==> src/rtl/cam_load_seq.sv <==
module cam_load_seq #(
  parameter int SLOTS = 16,
  parameter int CNT_W = 5,
  parameter int DW    = 32
) (
  input  logic                     clk,
  input  logic                     rst_n,
  input  logic                     start,
  input  logic                     wide_mode,
  input  logic [CNT_W-1:0]         count_in,
  input  logic [15:0]              ptr_lo_in,
  input  logic [15:0]              ptr_hi_in,
  input  logic                     done_clr,
  input  logic                     sw_reset,
  input  logic [$clog2(SLOTS)-1:0] cam_sel,
  output logic                     busy,
  output logic                     done_flag,
  output logic [CNT_W-1:0]         cur_cnt,
  output logic [15:0]              cur_ptr_lo,
  output logic [15:0]              enable_mask,
  output logic                     mem_req_valid,
  input  logic                     mem_req_ready,
  output logic [31:0]              mem_req_addr,
  input  logic                     mem_rsp_valid,
  input  logic [DW-1:0]            mem_rsp_data,
  output logic [15:0]              cam_part1,
  output logic [15:0]              cam_part2,
  output logic [15:0]              cam_part3
);
  localparam int IDX_W = $clog2(SLOTS);

  logic [15:0] tbl1 [SLOTS];
  logic [15:0] tbl2 [SLOTS];
  logic [15:0] tbl3 [SLOTS];
  logic [15:0] hi_q;
  logic        wide_q, waiting, mask_phase;
  logic [1:0]  word;
  logic [IDX_W-1:0] slot;
  logic [3:0]  offset;
  logic [15:0] stride, rsp_lo;

  assign offset        = wide_q ? {word, 2'b00} : {1'b0, word, 1'b0};
  assign stride        = wide_q ? 16'd16 : 16'd8;
  assign rsp_lo        = mem_rsp_data[15:0];
  assign mem_req_valid = busy && !waiting;
  assign mem_req_addr  = {hi_q, cur_ptr_lo} + {28'd0, offset};
  assign cam_part1     = sw_reset ? tbl1[cam_sel] : 16'd0;
  assign cam_part2     = sw_reset ? tbl2[cam_sel] : 16'd0;
  assign cam_part3     = sw_reset ? tbl3[cam_sel] : 16'd0;

  always_ff @(posedge clk or negedge rst_n) begin
    if (!rst_n) begin
      busy        <= 1'b0;
      done_flag   <= 1'b0;
      cur_cnt     <= '0;
      cur_ptr_lo  <= '0;
      enable_mask <= '0;
      hi_q        <= '0;
      wide_q      <= 1'b0;
      waiting     <= 1'b0;
      mask_phase  <= 1'b0;
      word        <= '0;
      slot        <= '0;
      for (int i = 0; i < SLOTS; i++) begin
        tbl1[i] <= '0;
        tbl2[i] <= '0;
        tbl3[i] <= '0;
      end
    end else begin
      if (done_clr) done_flag <= 1'b0;
      if (start && !busy) begin
        busy       <= 1'b1;
        cur_cnt    <= count_in;
        cur_ptr_lo <= ptr_lo_in;
        hi_q       <= ptr_hi_in;
        wide_q     <= wide_mode;
        word       <= '0;
        waiting    <= 1'b0;
        mask_phase <= (count_in == '0);
      end else if (busy) begin
        if (mem_req_valid && mem_req_ready) waiting <= 1'b1;
        if (waiting && mem_rsp_valid) begin
          waiting <= 1'b0;
          if (mask_phase) begin
            enable_mask <= rsp_lo;
            busy        <= 1'b0;
            done_flag   <= 1'b1;
          end else begin
            case (word)
              2'd0: slot <= rsp_lo[IDX_W-1:0];
              2'd1: tbl1[slot] <= rsp_lo;
              2'd2: tbl2[slot] <= rsp_lo;
              default: tbl3[slot] <= rsp_lo;
            endcase
            word <= word + 2'd1;
            if (word == 2'd3) begin
              cur_cnt    <= cur_cnt - 1'b1;
              cur_ptr_lo <= cur_ptr_lo + stride;
              mask_phase <= (cur_cnt == CNT_W'(1));
            end
          end
        end
      end
    end
  end

  assert_req_hold_R3: assert property (@(posedge clk) disable iff (!rst_n)
    mem_req_valid && !mem_req_ready |=> mem_req_valid && $stable(mem_req_addr));

  assert_one_inflight_R3: assert property (@(posedge clk) disable iff (!rst_n)
    mem_req_valid && mem_req_ready |=> !mem_req_valid);

  assert_cnt_step_R5: assert property (@(posedge clk) disable iff (!rst_n)
    busy && $past(busy) && (cur_cnt != $past(cur_cnt)) |-> cur_cnt == $past(cur_cnt) - 1'b1);

  assert_done_on_finish_R7: assert property (@(posedge clk) disable iff (!rst_n)
    $fell(busy) |-> done_flag && $past(mem_rsp_valid));

endmodule

==> config.mk <==
export PLATFORM = sky130hd
export DESIGN_NAME = cam_load_seq
export DESIGN_NICKNAME = d
export VERILOG_FILES = /design/src/rtl/cam_load_seq.sv
export SDC_FILE = /design/constraint.sdc
export NUM_CORES = 1
export LEC_CHECK = 0
export BUFFER_PORTS_ARGS = -buffer_cell sky130_fd_sc_hd__buf_2
export CAP_MARGIN = 5
export CELL_PAD_IN_SITES_DETAIL_PLACEMENT = 1
export CELL_PAD_IN_SITES_GLOBAL_PLACEMENT = 1
export CORE_UTILIZATION = 52
export CTS_CLUSTER_DIAMETER = 100
export DETAILED_ROUTE_END_ITERATION = 8
export PLACE_DENSITY_LB_ADDON = 0.1
export SLEW_MARGIN = 30
export SYNTH_ARGS = -nofsm -noshare
export SYNTH_HDL_FRONTEND = slang
export SYNTH_SLANG_ARGS = --single-unit
==> constraint.sdc <==
create_clock -name clk -period 3.1 [get_ports clk]
set_clock_uncertainty 0.1 [all_clocks]
set_input_delay 0 -clock clk [delete_from_list [all_inputs] [get_ports clk]]
set_output_delay 0 -clock clk [all_outputs]
set_load 0.01 [all_outputs]
After elaboration in Yosys (flattened, before gate mapping)
Cells that the tools add are included.
{"block": "word_totals", "regBits": 832, "latch_bits": 0, "mem_bits_rw": 0, "mem_bits_ro": 0, "input_bits": 81, "output_inout_bits": 120, "word_cells": 150, "mem_count": 0}
{"block": "op_classes", "n_addsub": 4, "mul": 0, "n_div": 0, "magnitude_cmp": 3, "eq_ne": 5, "n_shift": 0, "muxes": 51, "bitwise": 5, "n_reduce_logical": 23}
{"cell": "bitwise mux 256 bit", "count": 3}
{"cell": "2-to-1 mux 16 bit", "count": 15}
{"cell": "binary-select mux 16 bit (select 4 bit)", "count": 3}
{"cell": "demux 16 bit (select 4 bit)", "count": 1}
{"cell": "adder 32 x 4 -> 32 bit", "count": 1}
{"cell": "2-to-1 mux 5 bit", "count": 6}
{"cell": "AND reduction 5 bit", "count": 4}
{"cell": "2-to-1 mux 1 bit", "count": 18}
{"cell": "adder 16 x 5 -> 16 bit", "count": 1}
{"cell": "greater-or-equal comparator 5 bit, second input constant", "count": 2}
{"cell": "NOT 4 -> 5 bit", "count": 2}
{"cell": "2-to-1 mux 2 bit", "count": 4}
{"cell": "AND reduction 4 bit", "count": 2}
{"cell": "nonzero test 2 bit", "count": 3}
{"cell": "== test 5 x 1 -> 1 bit, second input constant", "count": 1}
{"cell": "logical AND 1 bit", "count": 5}
{"cell": "logical NOT 5 bit", "count": 1}
{"cell": "less-than comparator 5 x 1 -> 1 bit, second input constant", "count": 1}
{"cell": "subtractor 5 x 1 -> 5 bit, second input constant", "count": 1}
{"cell": "== test 2 bit, second input constant", "count": 2}
{"cell": "2-to-1 mux 4 bit", "count": 1}
{"cell": "AND reduction 2 bit", "count": 2}
{"cell": "NOT 1 bit", "count": 3}
{"cell": "AND reduction 3 bit", "count": 1}
{"cell": "7 further kinds", "count": 8}

Longest topological paths before layout
{"block": "depth", "depth_word": 7, "ltp_mapped": 9, "mapped_depth_nobuf": 8}

Worst setup path after synthesis
Ideal clock, no wire load.
{"block": "synth_path", "path_type": "reg2out", "from": "register word[0]", "to": "output mem_req_addr[29]", "arrival_time_ps": 2314, "setup_slack_ps": 686, "stages_incl_launch_ff": 10, "path_buffers": 1, "cell_sequence": "dfrtp_1 > inv_1 > nor2_1 > ha_1 > fa_1 > a21o_1 > or4b_1 > buf_2 > nor4_1 > xor2_1"}
{"block": "synth_via", "elab_chain_cells": 2}
{"item": "start, declared", "line_no": "37", "text": "logic [1:0] word;"}
{"item": "start signal, assigned", "line_no": "95", "text": "word <= word + 2'd1;"}
{"item": "2-to-1 mux 4 bit", "line_no": "42", "text": "assign offset = wide_q ? {word, 2'b00} : {1'b0, word, 1'b0};"}
{"item": "adder 32 x 4 -> 32 bit", "line_no": "46", "text": "assign mem_req_addr = {hi_q, cur_ptr_lo} + {28'd0, offset};"}
{"item": "end, declared", "line_no": "23", "text": "output logic [31:0] mem_req_addr,"}
Every way passes these cells.

Worst setup path in the final report
{"block": "layout_path", "from": "register wide_q", "to": "output mem_req_addr[31]"}
{"block": "layout_via", "elab_chain_cells": 2}
{"item": "start, declared", "line_no": "36", "text": "logic wide_q, waiting, mask_phase;"}
{"item": "start signal, assigned", "line_no": "76", "text": "wide_q <= wide_mode;"}
{"item": "2-to-1 mux 4 bit", "line_no": "42"}
{"item": "adder 32 x 4 -> 32 bit", "line_no": "46"}
Every way passes these cells.

==> PnR_summary.wiki <==
{| class="wikitable"
! Metric !! Value
|-
| Most frequently used flop master after synthesis || sky130_fd_sc_hd__dfrtp_1
|-
| Worst path setup slack after routing || -24.8 ps
|-
| Share of cell area taken by muxes after synthesis || 36.0%
|-
| DRC violation total after the first TritonRoute iteration || 1456
|-
| Share of the synthesized area in compound gates (AO/OA/AOI/OAI) || 2.14%
|-
| Netlist cell types || 56
|-
| Setup crit end || mem_req_addr[31]
|-
| Crit start category || flop
|-
| Post-Route Hold Slack || 65.0 ps
|-
| Sequential element share of the synthesized area || 54.1%
|-
| Arrival time of data at the critical path endpoint || 3020 ps
|-
| TritonCTS clock tree || yes
|-
| Synthesis-to-layout area growth || 16.8%
|-
| Antenna violations before repair || 2
|-
| CTS H-tree depth || 3
|-
| Leak pwr || 22.1 nW
|-
| Fin nets || 2945
|-
| Number of global-route vias before repair || 27400
|-
| Effective utilization at floorplan || 52.6%
|-
| Basic-gate share of the synthesized area counting and, or, nand and nor cells || 3.77%
|-
| Worst IR Drop VDD || 543 uV
|-
| Area enclosed by the die boundary || 75000 sq um
|-
| Leading post-synthesis cells by instance count || sky130_fd_sc_hd__dfrtp_1 (832), sky130_fd_sc_hd__mux2_2 (753), sky130_fd_sc_hd__mux4_2 (177), sky130_fd_sc_hd__nand2_1 (134), sky130_fd_sc_hd__clkbuf_1 (123)
|-
| Worst Setup Slack post-DPL || 173 ps
|-
| Number of nets produced by synthesis || 2679
|-
| Number of CTS-inserted buffers || 90
|-
| Main combinational cell family by area after synthesis || multiplexers
|-
| Buffers added on ports || 184
|-
| Max-Cap Viols || 0
|-
| Pwr Density || 827 nW/um^2
|-
| Violations in the final reports || DRC, setup timing
|-
| Total Negative Setup Slacks || -64.1 ps
|-
| Biggest cell delay along the critical path || 590 ps
|-
| Post-placement cell count || 3584
|-
| Adder-cell share of the synthesized area || 0.495%
|-
| Area share of the largest cell type after synthesis || 54.1%
|-
| Total global routing overflow || 0
|-
| Number of setup violations in the final report || 4
|-
| Gate count of the mapped netlist || 2584
|-
| Worst R2R Path Depth || 7
|-
| Slew Limit Fails || 0
|-
| Clock tree root driver cell || sky130_fd_sc_hd__clkbuf_16
|-
| CP max FO || 8
|-
| Slew at the pin with the worst max-slew slack || 1000 ps
|-
| Post-synth top area cell || sky130_fd_sc_hd__dfrtp_1
|-
| Number of vias in the routed layout || 23900
|-
| Normalized max-slew margin || 32.9%
|-
| Insertion delay to the later sink of the worst-skew pair || 640 ps
|-
| Average cell area after synthesis || 14.9 sq um
|-
| Synth top area cells || sky130_fd_sc_hd__dfrtp_1 (54%), sky130_fd_sc_hd__mux2_2 (22%), sky130_fd_sc_hd__mux4_2 (10%)
|-
| Sum of routed wire length over all layers || 110 mm
|-
| Setup slack of the worst register-to-register path || 170 ps
|-
| Routability cong. || 0.819
|-
| Worst hold path class || in -> reg
|-
| Proportion of layout cells with a drive suffix above 1 || 47.8%
|-
| Post-detail-place hpwl || 63.0 mm
|-
| Global-route wire length before repair || 171 mm
|-
| Antenna-violating nets left || 0
|-
| Sink Count || 832
|-
| Post-route fraction of the period consumed by the critical path || 101%
|-
| Number of DRC violations after detailed routing || 20
|-
| Clock Tree Buf Depth || 3
|-
| Core ar. || 73100 sq um
|-
| Yosys warnings || 0
|-
| Most frequent cell after synthesis || sky130_fd_sc_hd__dfrtp_1
|-
| Post-route insts no fill || 3882
|-
| Pin count of the biggest net entering global routing || 104
|-
| Start point of the critical path || wide_q$_DFFE_PN0P_
|-
| WL per Instance || 28.4 microns
|-
| Post-route minimum period || 3120 ps
|-
| Flip-flop and latch count after synthesis || 832
|-
| RSZ-0062 raised after global routing || yes
|-
| Slowest stage cell, crit path || sky130_fd_sc_hd__or4b_4
|-
| Number of iterations in the first detailed-routing pass || 7
|-
| Core utilization of the finished layout || 61.5%
|-
| Number of placed I/O pins || 201
|-
| Hold violation count in the final report || 0
|-
| Fmax achieved || 320 MHz
|-
| Reg-to-reg critical path endpoint || cur_ptr_lo[14]$_DFFE_PN0N_
|-
| Post-Syn Area || 38500 sq um
|-
| Clock-pin slew of the registers on the worst-case setup and hold paths || 60 ps
|-
| Share of synthesized registers carrying an async set or reset || 100%
|-
| XOR/XNOR share of the synthesized area || 0.706%
|-
| Data required time at the worst endpoint || 3000 ps
|-
| GRT Total Usage || 30.4%
|-
| Die height || 274 microns
|-
| Capturing element type of the critical path || primary output
|-
| Outcome || finished, violations left
|-
| Die span in x || 274 microns
|-
| Worst hold path cell count || 3
|-
| Cell breakdown of the critical path || nor2_2 > ha_2 > fa_2 > a21o_1 > or4b_4 > nor4_4 > xor2_1 > buf_2
|-
| Beginning of the worst register-to-register path || word[0]$_DFFE_PN0P_
|-
| Via density per instance || 6.17
|-
| Standard-cell row count || 99
|-
| Critical setup path kind || reg -> out
|-
| Number of flops mapped to enable cells by yosys || 0
|}
## how the worst min path moves through the flow
stage	start	end	slack, ps
after floorplan	rst_n	busy$_DFF_PN0_	-400
after global placement	rst_n	enable_mask[9]$_DFFE_PN0P_	-20
after detailed placement	rst_n	tbl3[185]$_DFFE_PN0P_	-20
after CTS	ptr_lo_in[5]	cur_ptr_lo[5]$_DFFE_PN0N_	40
after global routing	ptr_lo_in[5]	cur_ptr_lo[5]$_DFFE_PN0N_	80
final	ptr_lo_in[6]	cur_ptr_lo[6]$_DFFE_PN0N_	60
## area by class of cell
class / instances / area, sq um
multi-input cells: 1517 / 16700
repair buffers: 397 / 3200
flip-flops and latches: 832 / 20800
fillers: 6685 / 28200
clock buffers: 142 / 2800
inverters: 12 / 45.0
clock inverters: 21 / 154
diodes: 2 / 5.00
well taps: 959 / 1200
## registers in the layout (all words and copies together), names as in the netlist, 2 cells and up
register	cells
slot	4
enable_mask	16
tbl2	256
word	2
tbl3	256
cur_cnt	5
cur_ptr_lo	16
tbl1	256
hi_q	16
## timing repair
item	in CTS	in global routing
pin swaps	7	2
setup endpoints to repair	10	13
endpoints found under the hold margin	841	622
hold buffers	107	14
gates resized for setup	15	11
buffers inserted	8	3
## report_power, final
group	switching (mW)	internal (mW)
logic	4.02	5.44
registers	2.34	14.7
clock network	4.40	6.27
## metal layers
layer / vias up / GRT usage (%) / wire, microns
met5: - / 0 / 0
met3: 200 / 4.18 / 4230
met1: 13100 / 40.0 / 46200
met4: 0 / 9.46 / 3400
li1: 10100 / - / -
met2: 587 / 52.2 / 56500
## critical path: cells and delay by family, from the launching register on
family / cells / cell delay [ps]
simple gates: 3 / 1050
flops: 1 / 450
fa+ha+maj: 2 / 410
xor+xnor: 1 / 170
compound gates: 1 / 150
buf+inv: 1 / 150
## per-stage QoR
step                      cell area, sq um  power (mW)
after floorplan                      38500        22.7
after global placement               40500        25.0
after detailed placement             40500        25.9
after CTS                            44700        37.1
after global routing                 44900        38.9
final                                44900        37.1
## kinds of logic after synthesis
logic type	after synthesis
DFF	832
muxes	1064
AOI/OAI and AO/OA	115
xor gates and xnor gates	31
and+or+nand+nor	293
adders and majority gates	14
buffers and inverters	235
## cells in the final DEF, fill, tap and decap left out, types with 5 or more instances in the layout
cell and instances:
sky130_fd_sc_hd__dfrtp_1 830, sky130_fd_sc_hd__mux2_2 753, sky130_fd_sc_hd__mux4_2 177, sky130_fd_sc_hd__buf_2 165
sky130_fd_sc_hd__nand2_1 133, sky130_fd_sc_hd__dlygate4sd3_1 120, sky130_fd_sc_hd__mux2i_1 99, sky130_fd_sc_hd__clkbuf_16 94
sky130_fd_sc_hd__buf_4 83, sky130_fd_sc_hd__mux2_1 35, sky130_fd_sc_hd__o22ai_1 34, sky130_fd_sc_hd__nor2_1 29
sky130_fd_sc_hd__clkbuf_8 28, sky130_fd_sc_hd__buf_12 23, sky130_fd_sc_hd__clkbuf_1 21, sky130_fd_sc_hd__nand4_1 20
sky130_fd_sc_hd__xor2_1 18, sky130_fd_sc_hd__o21ai_0 15, sky130_fd_sc_hd__clkinv_2 15, sky130_fd_sc_hd__nand3_1 14
sky130_fd_sc_hd__xnor2_1 13, sky130_fd_sc_hd__and3_1 12, sky130_fd_sc_hd__nor3_1 12, sky130_fd_sc_hd__nand2_2 12
sky130_fd_sc_hd__a221o_1 12, sky130_fd_sc_hd__ha_1 10, sky130_fd_sc_hd__inv_1 9, sky130_fd_sc_hd__o211ai_1 9
sky130_fd_sc_hd__and2_1 8, sky130_fd_sc_hd__a32oi_1 8, sky130_fd_sc_hd__nand2_4 8, sky130_fd_sc_hd__nand2b_1 7
sky130_fd_sc_hd__a22oi_1 7, sky130_fd_sc_hd__a22o_1 7, sky130_fd_sc_hd__a31oi_1 7, sky130_fd_sc_hd__or3_1 5
(Power assumes the default switching activity.)
